===== config.mk =====
export PLATFORM = sky130hd
export DESIGN_NAME = card_cfg_top
export DESIGN_NICKNAME = d
export VERILOG_FILES = /design/src/rtl/card_cfg_pkg.sv /design/src/rtl/card_cfg_sync.sv /design/src/rtl/card_cfg_regfile.sv /design/src/rtl/card_cfg_devsel.sv /design/src/rtl/card_cfg_top.sv
export SDC_FILE = /design/constraint.sdc
export NUM_CORES = 1
export LEC_CHECK = 0
export ABC_AREA = 1
export BUFFER_PORTS_ARGS = -buffer_cell sky130_fd_sc_hd__buf_4
export CORE_MARGIN = 4
export CORE_UTILIZATION = 50
export DETAILED_ROUTE_END_ITERATION = 8
export GPL_TIMING_DRIVEN = 0
export HOLD_SLACK_MARGIN = 0.1
export PLACE_DENSITY_LB_ADDON = 0.12
export SYNTH_ARGS = -nofsm -noshare
export SYNTH_HDL_FRONTEND = slang
export SYNTH_SLANG_ARGS = --single-unit

===== constraint.sdc =====
create_clock -name clk_i -period 2.1 [get_ports clk_i]
set_input_delay 0.105 -clock clk_i [delete_from_list [all_inputs] [get_ports clk_i]]
set_output_delay 0.105 -clock clk_i [all_outputs]
set_load 0.03 [all_outputs]

===== src/rtl/card_cfg_pkg.sv =====
package card_cfg_pkg;
  localparam int PAGE_W       = 2;
  localparam int REG_W        = 8;
  localparam int OPT_SRST_BIT = 7;
  localparam int STAT_PD_BIT  = 2;
  localparam logic [PAGE_W-1:0] PAGE_NONE = 2'b11;

  typedef enum logic [1:0] {
    REG_NONE,
    REG_OPT,
    REG_STAT
  } reg_sel_e;

  typedef struct packed {
    logic              srst;
    logic              pd;
    logic [PAGE_W-1:0] page;
  } cfg_state_t;
endpackage


===== src/rtl/card_cfg_sync.sv =====
module card_cfg_sync #(
  parameter int ADDR_W = 26,
  parameter int DATA_W = 8,
  parameter int STAGES = 2
) (
  input  logic              clk_i,
  input  logic              rst_ni,
  input  logic              we_ni,
  input  logic              card_rst_i,
  input  logic              attr_ni,
  input  logic              ce0_ni,
  input  logic [ADDR_W-1:0] addr_i,
  input  logic [DATA_W-1:0] wdata_i,
  output logic              wr_stb_o,
  output logic              wr_attr_no,
  output logic              wr_ce0_no,
  output logic [ADDR_W-1:0] wr_addr_o,
  output logic [DATA_W-1:0] wr_data_o,
  output logic              hw_rst_o
);
  localparam int BUS_W = 2 + ADDR_W + DATA_W;

  logic [STAGES:0]   we_q;
  logic [STAGES-1:0] rst_q;
  logic [BUS_W-1:0]  bus_q [STAGES+1];

  always_ff @(posedge clk_i or negedge rst_ni) begin
    if (!rst_ni) begin
      we_q  <= '1;
      rst_q <= '0;
      for (int i = 0; i <= STAGES; i++) bus_q[i] <= '0;
    end else begin
      we_q[0]  <= we_ni;
      rst_q[0] <= card_rst_i;
      bus_q[0] <= {attr_ni, ce0_ni, addr_i, wdata_i};
      for (int i = 1; i <= STAGES; i++) begin
        we_q[i]  <= we_q[i-1];
        bus_q[i] <= bus_q[i-1];
      end
      for (int i = 1; i < STAGES; i++) rst_q[i] <= rst_q[i-1];
    end
  end

  // rising edge of the synchronized strobe; fields travel one stage behind
  assign wr_stb_o = we_q[STAGES-1] & ~we_q[STAGES];
  assign {wr_attr_no, wr_ce0_no, wr_addr_o, wr_data_o} = bus_q[STAGES];
  assign hw_rst_o = rst_q[STAGES-1];
endmodule


===== src/rtl/card_cfg_regfile.sv =====
module card_cfg_regfile
  import card_cfg_pkg::*;
#(
  parameter int               ADDR_W    = 26,
  parameter logic [ADDR_W-1:0] OPT_ADDR  = 26'h4000,
  parameter logic [ADDR_W-1:0] STAT_ADDR = 26'h4002
) (
  input  logic              clk_i,
  input  logic              rst_ni,
  input  logic              wr_stb_i,
  input  logic              wr_attr_ni,
  input  logic              wr_ce0_ni,
  input  logic [ADDR_W-1:0] wr_addr_i,
  input  logic [REG_W-1:0]  wr_data_i,
  input  logic              hw_rst_i,
  input  logic              rd_attr_ni,
  input  logic              rd_ce0_ni,
  input  logic              rd_oe_ni,
  input  logic [ADDR_W-1:0] rd_addr_i,
  output cfg_state_t        state_o,
  output logic [REG_W-1:0]  rd_data_o
);
  cfg_state_t state_q;
  reg_sel_e   wr_sel, rd_sel;

  function automatic reg_sel_e decode(logic attr_n, logic ce0_n, logic [ADDR_W-1:0] a);
    if (attr_n || ce0_n)  return REG_NONE;
    if (a == OPT_ADDR)    return REG_OPT;
    if (a == STAT_ADDR)   return REG_STAT;
    return REG_NONE;
  endfunction

  assign wr_sel = decode(wr_attr_ni, wr_ce0_ni, wr_addr_i);
  assign rd_sel = decode(rd_attr_ni, rd_ce0_ni, rd_addr_i);

  always_ff @(posedge clk_i or negedge rst_ni) begin
    if (!rst_ni) begin
      state_q <= '0;
    end else if (hw_rst_i) begin
      state_q <= '0;
    end else if (wr_stb_i) begin
      unique case (wr_sel)
        REG_OPT: begin
          if (state_q.srst) begin
            if (!wr_data_i[OPT_SRST_BIT]) state_q.srst <= 1'b0;
          end else if (wr_data_i[OPT_SRST_BIT]) begin
            state_q <= '{srst: 1'b1, pd: 1'b0, page: '0};
          end else begin
            state_q.page <= wr_data_i[PAGE_W-1:0];
          end
        end
        REG_STAT: if (!state_q.srst) state_q.pd <= wr_data_i[STAT_PD_BIT];
        default: ;
      endcase
    end
  end

  always_comb begin
    rd_data_o = '0;
    if (!rd_oe_ni) begin
      unique case (rd_sel)
        REG_OPT: begin
          rd_data_o[OPT_SRST_BIT]  = state_q.srst;
          rd_data_o[PAGE_W-1:0]    = state_q.page;
        end
        REG_STAT: rd_data_o[STAT_PD_BIT] = state_q.pd;
        default: ;
      endcase
    end
  end

  assign state_o = state_q;


  hw_rst_clear_chk: assert property (@(posedge clk_i) disable iff (!rst_ni)
    hw_rst_i |=> (state_q == '0));

  srst_clean_chk: assert property (@(posedge clk_i) disable iff (!rst_ni)
    state_q.srst |-> (state_q.page == '0 && !state_q.pd));

  no_stray_update_chk: assert property (@(posedge clk_i) disable iff (!rst_ni)
    (!wr_stb_i && !hw_rst_i) |=> $stable(state_q));

  undecoded_write_chk: assert property (@(posedge clk_i) disable iff (!rst_ni)
    (wr_stb_i && !hw_rst_i && wr_sel == REG_NONE) |=> $stable(state_q));
endmodule


===== src/rtl/card_cfg_devsel.sv =====
module card_cfg_devsel
  import card_cfg_pkg::*;
#(
  parameter int ADDR_W      = 26,
  parameter int PAIR_ADDR_W = 24,
  parameter int NUM_PAIRS   = 12,
  localparam int SEL_W      = ADDR_W - PAIR_ADDR_W,
  localparam int NUM_DEV    = 2 * NUM_PAIRS
) (
  input  logic                 clk_i,
  input  logic                 rst_ni,
  input  cfg_state_t           state_i,
  input  logic                 hw_rst_i,
  input  logic                 card_rst_i,
  input  logic                 attr_ni,
  input  logic [1:0]           ce_ni,
  input  logic                 oe_ni,
  input  logic                 we_ni,
  input  logic [SEL_W-1:0]     addr_hi_i,
  input  logic [NUM_DEV-1:0]   dev_rdy_i,
  output logic [NUM_PAIRS-1:0] dev_en_o,
  output logic [NUM_DEV-1:0]   dev_rp_no,
  output logic                 card_rdy_o
);
  localparam int IDX_W = PAGE_W + SEL_W;

  logic             pd_all;
  logic             access;
  logic [IDX_W-1:0] pair_idx;

  assign pd_all   = state_i.srst | state_i.pd | hw_rst_i | card_rst_i;
  assign access   = attr_ni & ~(&ce_ni) & (~oe_ni | ~we_ni) & ~pd_all
                  & (state_i.page != PAGE_NONE);
  assign pair_idx = {state_i.page, addr_hi_i};

  for (genvar p = 0; p < NUM_PAIRS; p++) begin : g_pair
    assign dev_en_o[p] = access && (pair_idx == IDX_W'(p));
  end

  for (genvar d = 0; d < NUM_DEV; d++) begin : g_rp
    assign dev_rp_no[d] = ~pd_all;
  end

  assign card_rdy_o = &dev_rdy_i;


  pair_onehot_chk: assert property (@(posedge clk_i) disable iff (!rst_ni)
    $onehot0(dev_en_o));

  no_page3_access_chk: assert property (@(posedge clk_i) disable iff (!rst_ni)
    (state_i.page == PAGE_NONE) |-> (dev_en_o == '0));

  srst_pd_chk: assert property (@(posedge clk_i) disable iff (!rst_ni)
    state_i.srst |-> (dev_rp_no == '0));

  pd_no_access_chk: assert property (@(posedge clk_i) disable iff (!rst_ni)
    (!dev_rp_no[0]) |-> (dev_en_o == '0));

  busy_merge_chk: assert property (@(posedge clk_i) disable iff (!rst_ni)
    card_rdy_o |-> ($countones(dev_rdy_i) == NUM_DEV));
endmodule


===== src/rtl/card_cfg_top.sv =====
module card_cfg_top
  import card_cfg_pkg::*;
#(
  parameter int                ADDR_W      = 26,
  parameter int                PAIR_ADDR_W = 24,
  parameter int                NUM_PAIRS   = 12,
  parameter int                SYNC_STAGES = 2,
  parameter logic [ADDR_W-1:0] OPT_ADDR    = 26'h4000,
  parameter logic [ADDR_W-1:0] STAT_ADDR   = 26'h4002,
  localparam int               NUM_DEV     = 2 * NUM_PAIRS
) (
  input  logic                 clk_i,
  input  logic                 rst_ni,
  input  logic                 card_rst_i,
  input  logic                 attr_ni,
  input  logic [1:0]           ce_ni,
  input  logic                 oe_ni,
  input  logic                 we_ni,
  input  logic [ADDR_W-1:0]    addr_i,
  input  logic [REG_W-1:0]     wdata_i,
  output logic [REG_W-1:0]     rdata_o,
  output logic [NUM_PAIRS-1:0] dev_en_o,
  output logic [NUM_DEV-1:0]   dev_rp_no,
  input  logic [NUM_DEV-1:0]   dev_rdy_i,
  output logic                 card_rdy_o
);
  logic              wr_stb, wr_attr_n, wr_ce0_n, hw_rst;
  logic [ADDR_W-1:0] wr_addr;
  logic [REG_W-1:0]  wr_data;
  cfg_state_t        state;

  card_cfg_sync #(
    .ADDR_W (ADDR_W),
    .DATA_W (REG_W),
    .STAGES (SYNC_STAGES)
  ) u_sync (
    .clk_i      (clk_i),
    .rst_ni     (rst_ni),
    .we_ni      (we_ni),
    .card_rst_i (card_rst_i),
    .attr_ni    (attr_ni),
    .ce0_ni     (ce_ni[0]),
    .addr_i     (addr_i),
    .wdata_i    (wdata_i),
    .wr_stb_o   (wr_stb),
    .wr_attr_no (wr_attr_n),
    .wr_ce0_no  (wr_ce0_n),
    .wr_addr_o  (wr_addr),
    .wr_data_o  (wr_data),
    .hw_rst_o   (hw_rst)
  );

  card_cfg_regfile #(
    .ADDR_W    (ADDR_W),
    .OPT_ADDR  (OPT_ADDR),
    .STAT_ADDR (STAT_ADDR)
  ) u_regs (
    .clk_i      (clk_i),
    .rst_ni     (rst_ni),
    .wr_stb_i   (wr_stb),
    .wr_attr_ni (wr_attr_n),
    .wr_ce0_ni  (wr_ce0_n),
    .wr_addr_i  (wr_addr),
    .wr_data_i  (wr_data),
    .hw_rst_i   (hw_rst),
    .rd_attr_ni (attr_ni),
    .rd_ce0_ni  (ce_ni[0]),
    .rd_oe_ni   (oe_ni),
    .rd_addr_i  (addr_i),
    .state_o    (state),
    .rd_data_o  (rdata_o)
  );

  card_cfg_devsel #(
    .ADDR_W      (ADDR_W),
    .PAIR_ADDR_W (PAIR_ADDR_W),
    .NUM_PAIRS   (NUM_PAIRS)
  ) u_devsel (
    .clk_i      (clk_i),
    .rst_ni     (rst_ni),
    .state_i    (state),
    .hw_rst_i   (hw_rst),
    .card_rst_i (card_rst_i),
    .attr_ni    (attr_ni),
    .ce_ni      (ce_ni),
    .oe_ni      (oe_ni),
    .we_ni      (we_ni),
    .addr_hi_i  (addr_i[ADDR_W-1:PAIR_ADDR_W]),
    .dev_rdy_i  (dev_rdy_i),
    .dev_en_o   (dev_en_o),
    .dev_rp_no  (dev_rp_no),
    .card_rdy_o (card_rdy_o)
  );
endmodule


==> impl.org <==
** Floorplan
- Row generation in the floorplan step produced 30 rows.
- The die is 91.4 um wide.
- Number of top-level design ports :: 111
- DIE HEIGHT :: 91.4 um
- Effective utilization at floorplan :: 0.512
- The floorplan step defined a die boundary enclosing 8350 sq um.
- The core region is 6790 sq um.

** Synthesis
- Avg Inst Size Synth :: 13.0 sq um
- Cell taking the most area after synthesis :: dfrtp_1
- Top cells by instance count after synthesis :: dfrtp_1, nor2_1, nand2_1
- Number of storage elements in the synthesis netlist :: 105
- For this run, the register share of the synthesized area comes to 0.756.
- During synthesis, Yosys emitted a total of 0 warnings.
- Ranking of synthesized cells by area :: dfrtp_1, buf_4, nor2_1, nand2_1, dfstp_2
- For this run, the leading register cell type out of synthesis is dfrtp_1.
- Instance count of the mapped netlist :: 268
- Dominant cell by count in the synthesized netlist :: dfrtp_1
- Top-area cell type share of the netlist area :: 0.734
- Synthesized cell area :: 3480 sq um
- Number of enable flip-flop cells after synthesis :: 0
- Share of flip-flops with an asynchronous set or reset :: 1.00
- Post-synthesis cell type count :: 21

** Layout
- Excluding fillers, the count of instances in the completed layout stands at 523.
- Nets@finish :: 489
- Diodes inserted :: 0
- Share of cells above drive strength 1 :: 0.407
- Layout overhead on the synthesized area :: 46.7%

** Clock tree
- The number of clock buffers added by TritonCTS is 9.
- The tree is rooted in a clkbuf_8.
- Clock transition time at the flip-flop clock pins of the worst setup and hold paths :: 0.09 ns
- Counting along the longest clock path gives a buffer depth of 2.
- TritonCTS built the clock tree.
- Sinks on Clock Net :: 105
- Clk_lat worst skew :: 0.35 ns
- H-tree level count :: 3

** Global routing
- Entering global routing, the biggest net connects 106 pins.
- Global Route Usage Sum :: 0.176
- The number of global-route vias before repair is 2488.
- The number of antenna violations at the first check in global routing was 0.
- The first global-routing pass estimated 11400 um of wire.
- Overall overflow remaining after global route :: 0

** Timing
- Actual transition at the worst max-transition pin :: 0.860 ns
- Total count of hold-check failures in the final report :: 0
- Clock tree skew after final layout :: 0.00728 ns
- Final-report max-slew violation count :: 0
- In the finished design, the share of the clock period the worst path needs comes to 0.997.
- Setup violations remaining at the end of the flow were counted as 0.
- Highest Clock Rate :: 0.478 GHz
- Setup repair after global routing missed its margin :: yes
- Final worst-path setup slack :: 0.00622 ns
- Post-layout min period :: 2.09 ns
- The worst pin sits at a relative slew slack of 0.427.
- Setup TNS after final layout :: 0 ns

** Routing
- Routed vias/inst :: 4.44
- Number of routed nets with antenna violations :: 0
- In this run, the number of DRC markers left after iteration 0 of detailed routing was 72.
- For this run, the detailed router's first-pass iteration total came to 4.
- Routed via count :: 2321
- Wire length reported by the detailed router :: 6980 um
- After detailed routing, the average wire length per cell comes to 13.3 um.
- For this run, design rule violations remaining after detail routing come to 0.

** Worst setup path
- Along the worst path, the maximum fanout reaches 4.
- In this run the worst setup path begins at u_regs.state_o[2].
- Counting cells, the worst reg-to-reg path comes to 8.
- Worst Setup Path Type :: reg2out
- Worst path required time :: 2.00 ns
- The worst register-to-register path begins at u_sync.wr_addr_o[21].
- STA classifies the critical path endpoint as an output pin.
- The worst setup path is launched from a flip-flop.
- Data on the critical path arrives at its endpoint at 1.99 ns.
- For flop-to-flop paths, the worst setup slack is 0.36 ns.

** Min path
- The startpoint identified for the worst hold timing path is u_sync.bus_q[59].
- Kind of path behind the tightest hold check :: reg2reg
- Worst hold path depth :: 0

** Place
- The count of buffers added on input and output ports is 102.
- Number of placed cells counting well taps :: 469
- Setup slack after placement :: -0.496 ns
- Routability-driven placement finished with a final weighted congestion of 0.724.
- Dpl hpwl :: 4490 um

** Run status
- Run status :: complete, no violations

** Power and ir drop
- IR analysis of the VDD net gives a maximum drop of 0.000536 V.
- For this design the static power due to leakage is 2.42 nW.
- Power spread over the standard cell area amounts to 758 nW/um^2.

** Flow run
- Max cap viols :: 0
==> critical path: stages (launching register included) <==
cell and delay [ns]:
dfrtp_2 0.44, nor4_4 0.32, nand4_2 0.18, a21oi_4 0.27, nand3_4 0.16, nor2_4 0.12, buf_6 0.14
==> routing by layer <==
metal  track usage  vias to the layer above  share of wire
met5             0                        -              0
met4        0.0565                        0          0.015
met3        0.0530                       12          0.057
met2         0.318                       74           0.55
met1         0.196                     1099           0.38
li1              -                     1136              -
==> layout make-up <==
class                   instances  area, sq um
flip-flops and latches        105         2630
fillers                       444         1690
repair buffers                140         1190
multi-input cells             124          697
plain buffers                  27          203
clock buffers                   9          124
well taps                      96          120
clock inverters                 6         77.6
inverters                      16         60.1
==> registers in the layout, indices dropped and copies added (netlist names) <==
| name | flops |
|---|---|
| u_sync.bus_q | 64 |
| u_sync.wr_addr_o | 26 |
| u_regs.state_o | 4 |
| u_sync.wr_data_o | 4 |
| u_sync.we_q | 3 |
| u_sync.rst_q | 2 |
| u_sync.wr_attr_no | 1 |
| u_sync.wr_ce0_no | 1 |
==> power by group <==
group	switching, W	internal [W]
sequential	0.0000443	0.00213
combinational	0.000250	0.000225
clock	0.000654	0.000565
total	0.000949	0.00292
==> cell families (layout without fill, tap and decap cells) <==
kind of cell	Yosys count	after routing	synth area share
flops	105	105	0.756
compound gates	7	7	0.0133
simple gates	112	113	0.154
other cells	1	4	0.00108
buf+inv	43	198	0.0755
==> path summary, 6_finish.rpt <==
check | end
worst max-delay path | dev_en_o[2]
worst min-delay path | u_sync.wr_addr_o[15]
worst max register to register | u_regs.state_o[0]
worst min register to register | u_sync.wr_addr_o[15]
max in group asynchronous | u_regs.state_o[3]
min in group asynchronous | u_sync.wr_addr_o[11]
==> per-stage QoR <==
stage / power (W) / hold slack [ns] / util / cell area [sq um]
after floorplan: 0.00241 / -0.191 / - / 3550
after global placement: 0.00260 / 0.216 / 0.653 / 4440
after detailed placement: 0.00262 / 0.216 / 0.653 / 4440
after CTS: 0.00391 / 0.353 / 0.745 / 5060
after global routing: 0.00405 / 0.361 / 0.751 / 5100
final: 0.00387 / 0.346 / 0.751 / 5100
==> what timing repair did <==
action	in CTS	in global routing
cloned	1	0
pin swaps	2	2
setup endpoints to repair	36	24
endpoints found under the hold margin	136	0
gates resized for setup	11	7
setup buffers	2	1
hold buffers	35	0
==> layout by cell type (no fill, tap or decap) <==
cell and n:
o21ai_0 1, buf_6 13, dfrtp_1 100, nand4_1 12
nor4_4 2, inv_1 16, a21oi_4 1, dlygate4sd3_1 35
clkinv_4 2, nor3_1 5, inv_8 2, clkinvlp_4 1
dfrtp_2 2, nor2_1 32, buf_4 119, dfstp_2 3
or2_2 1, nand3_1 6, nor2_2 6, nor3b_1 2
conb_1 4, and3_1 1, a21oi_1 5, nand4_2 1
nand2_2 2, nand2_1 29, clkbuf_8 9, bufinv_16 1
nand3_4 2, nor4_1 5, nor3_2 1, nor2_4 6
No activity file was read; power rests on OpenSTA's default activity.
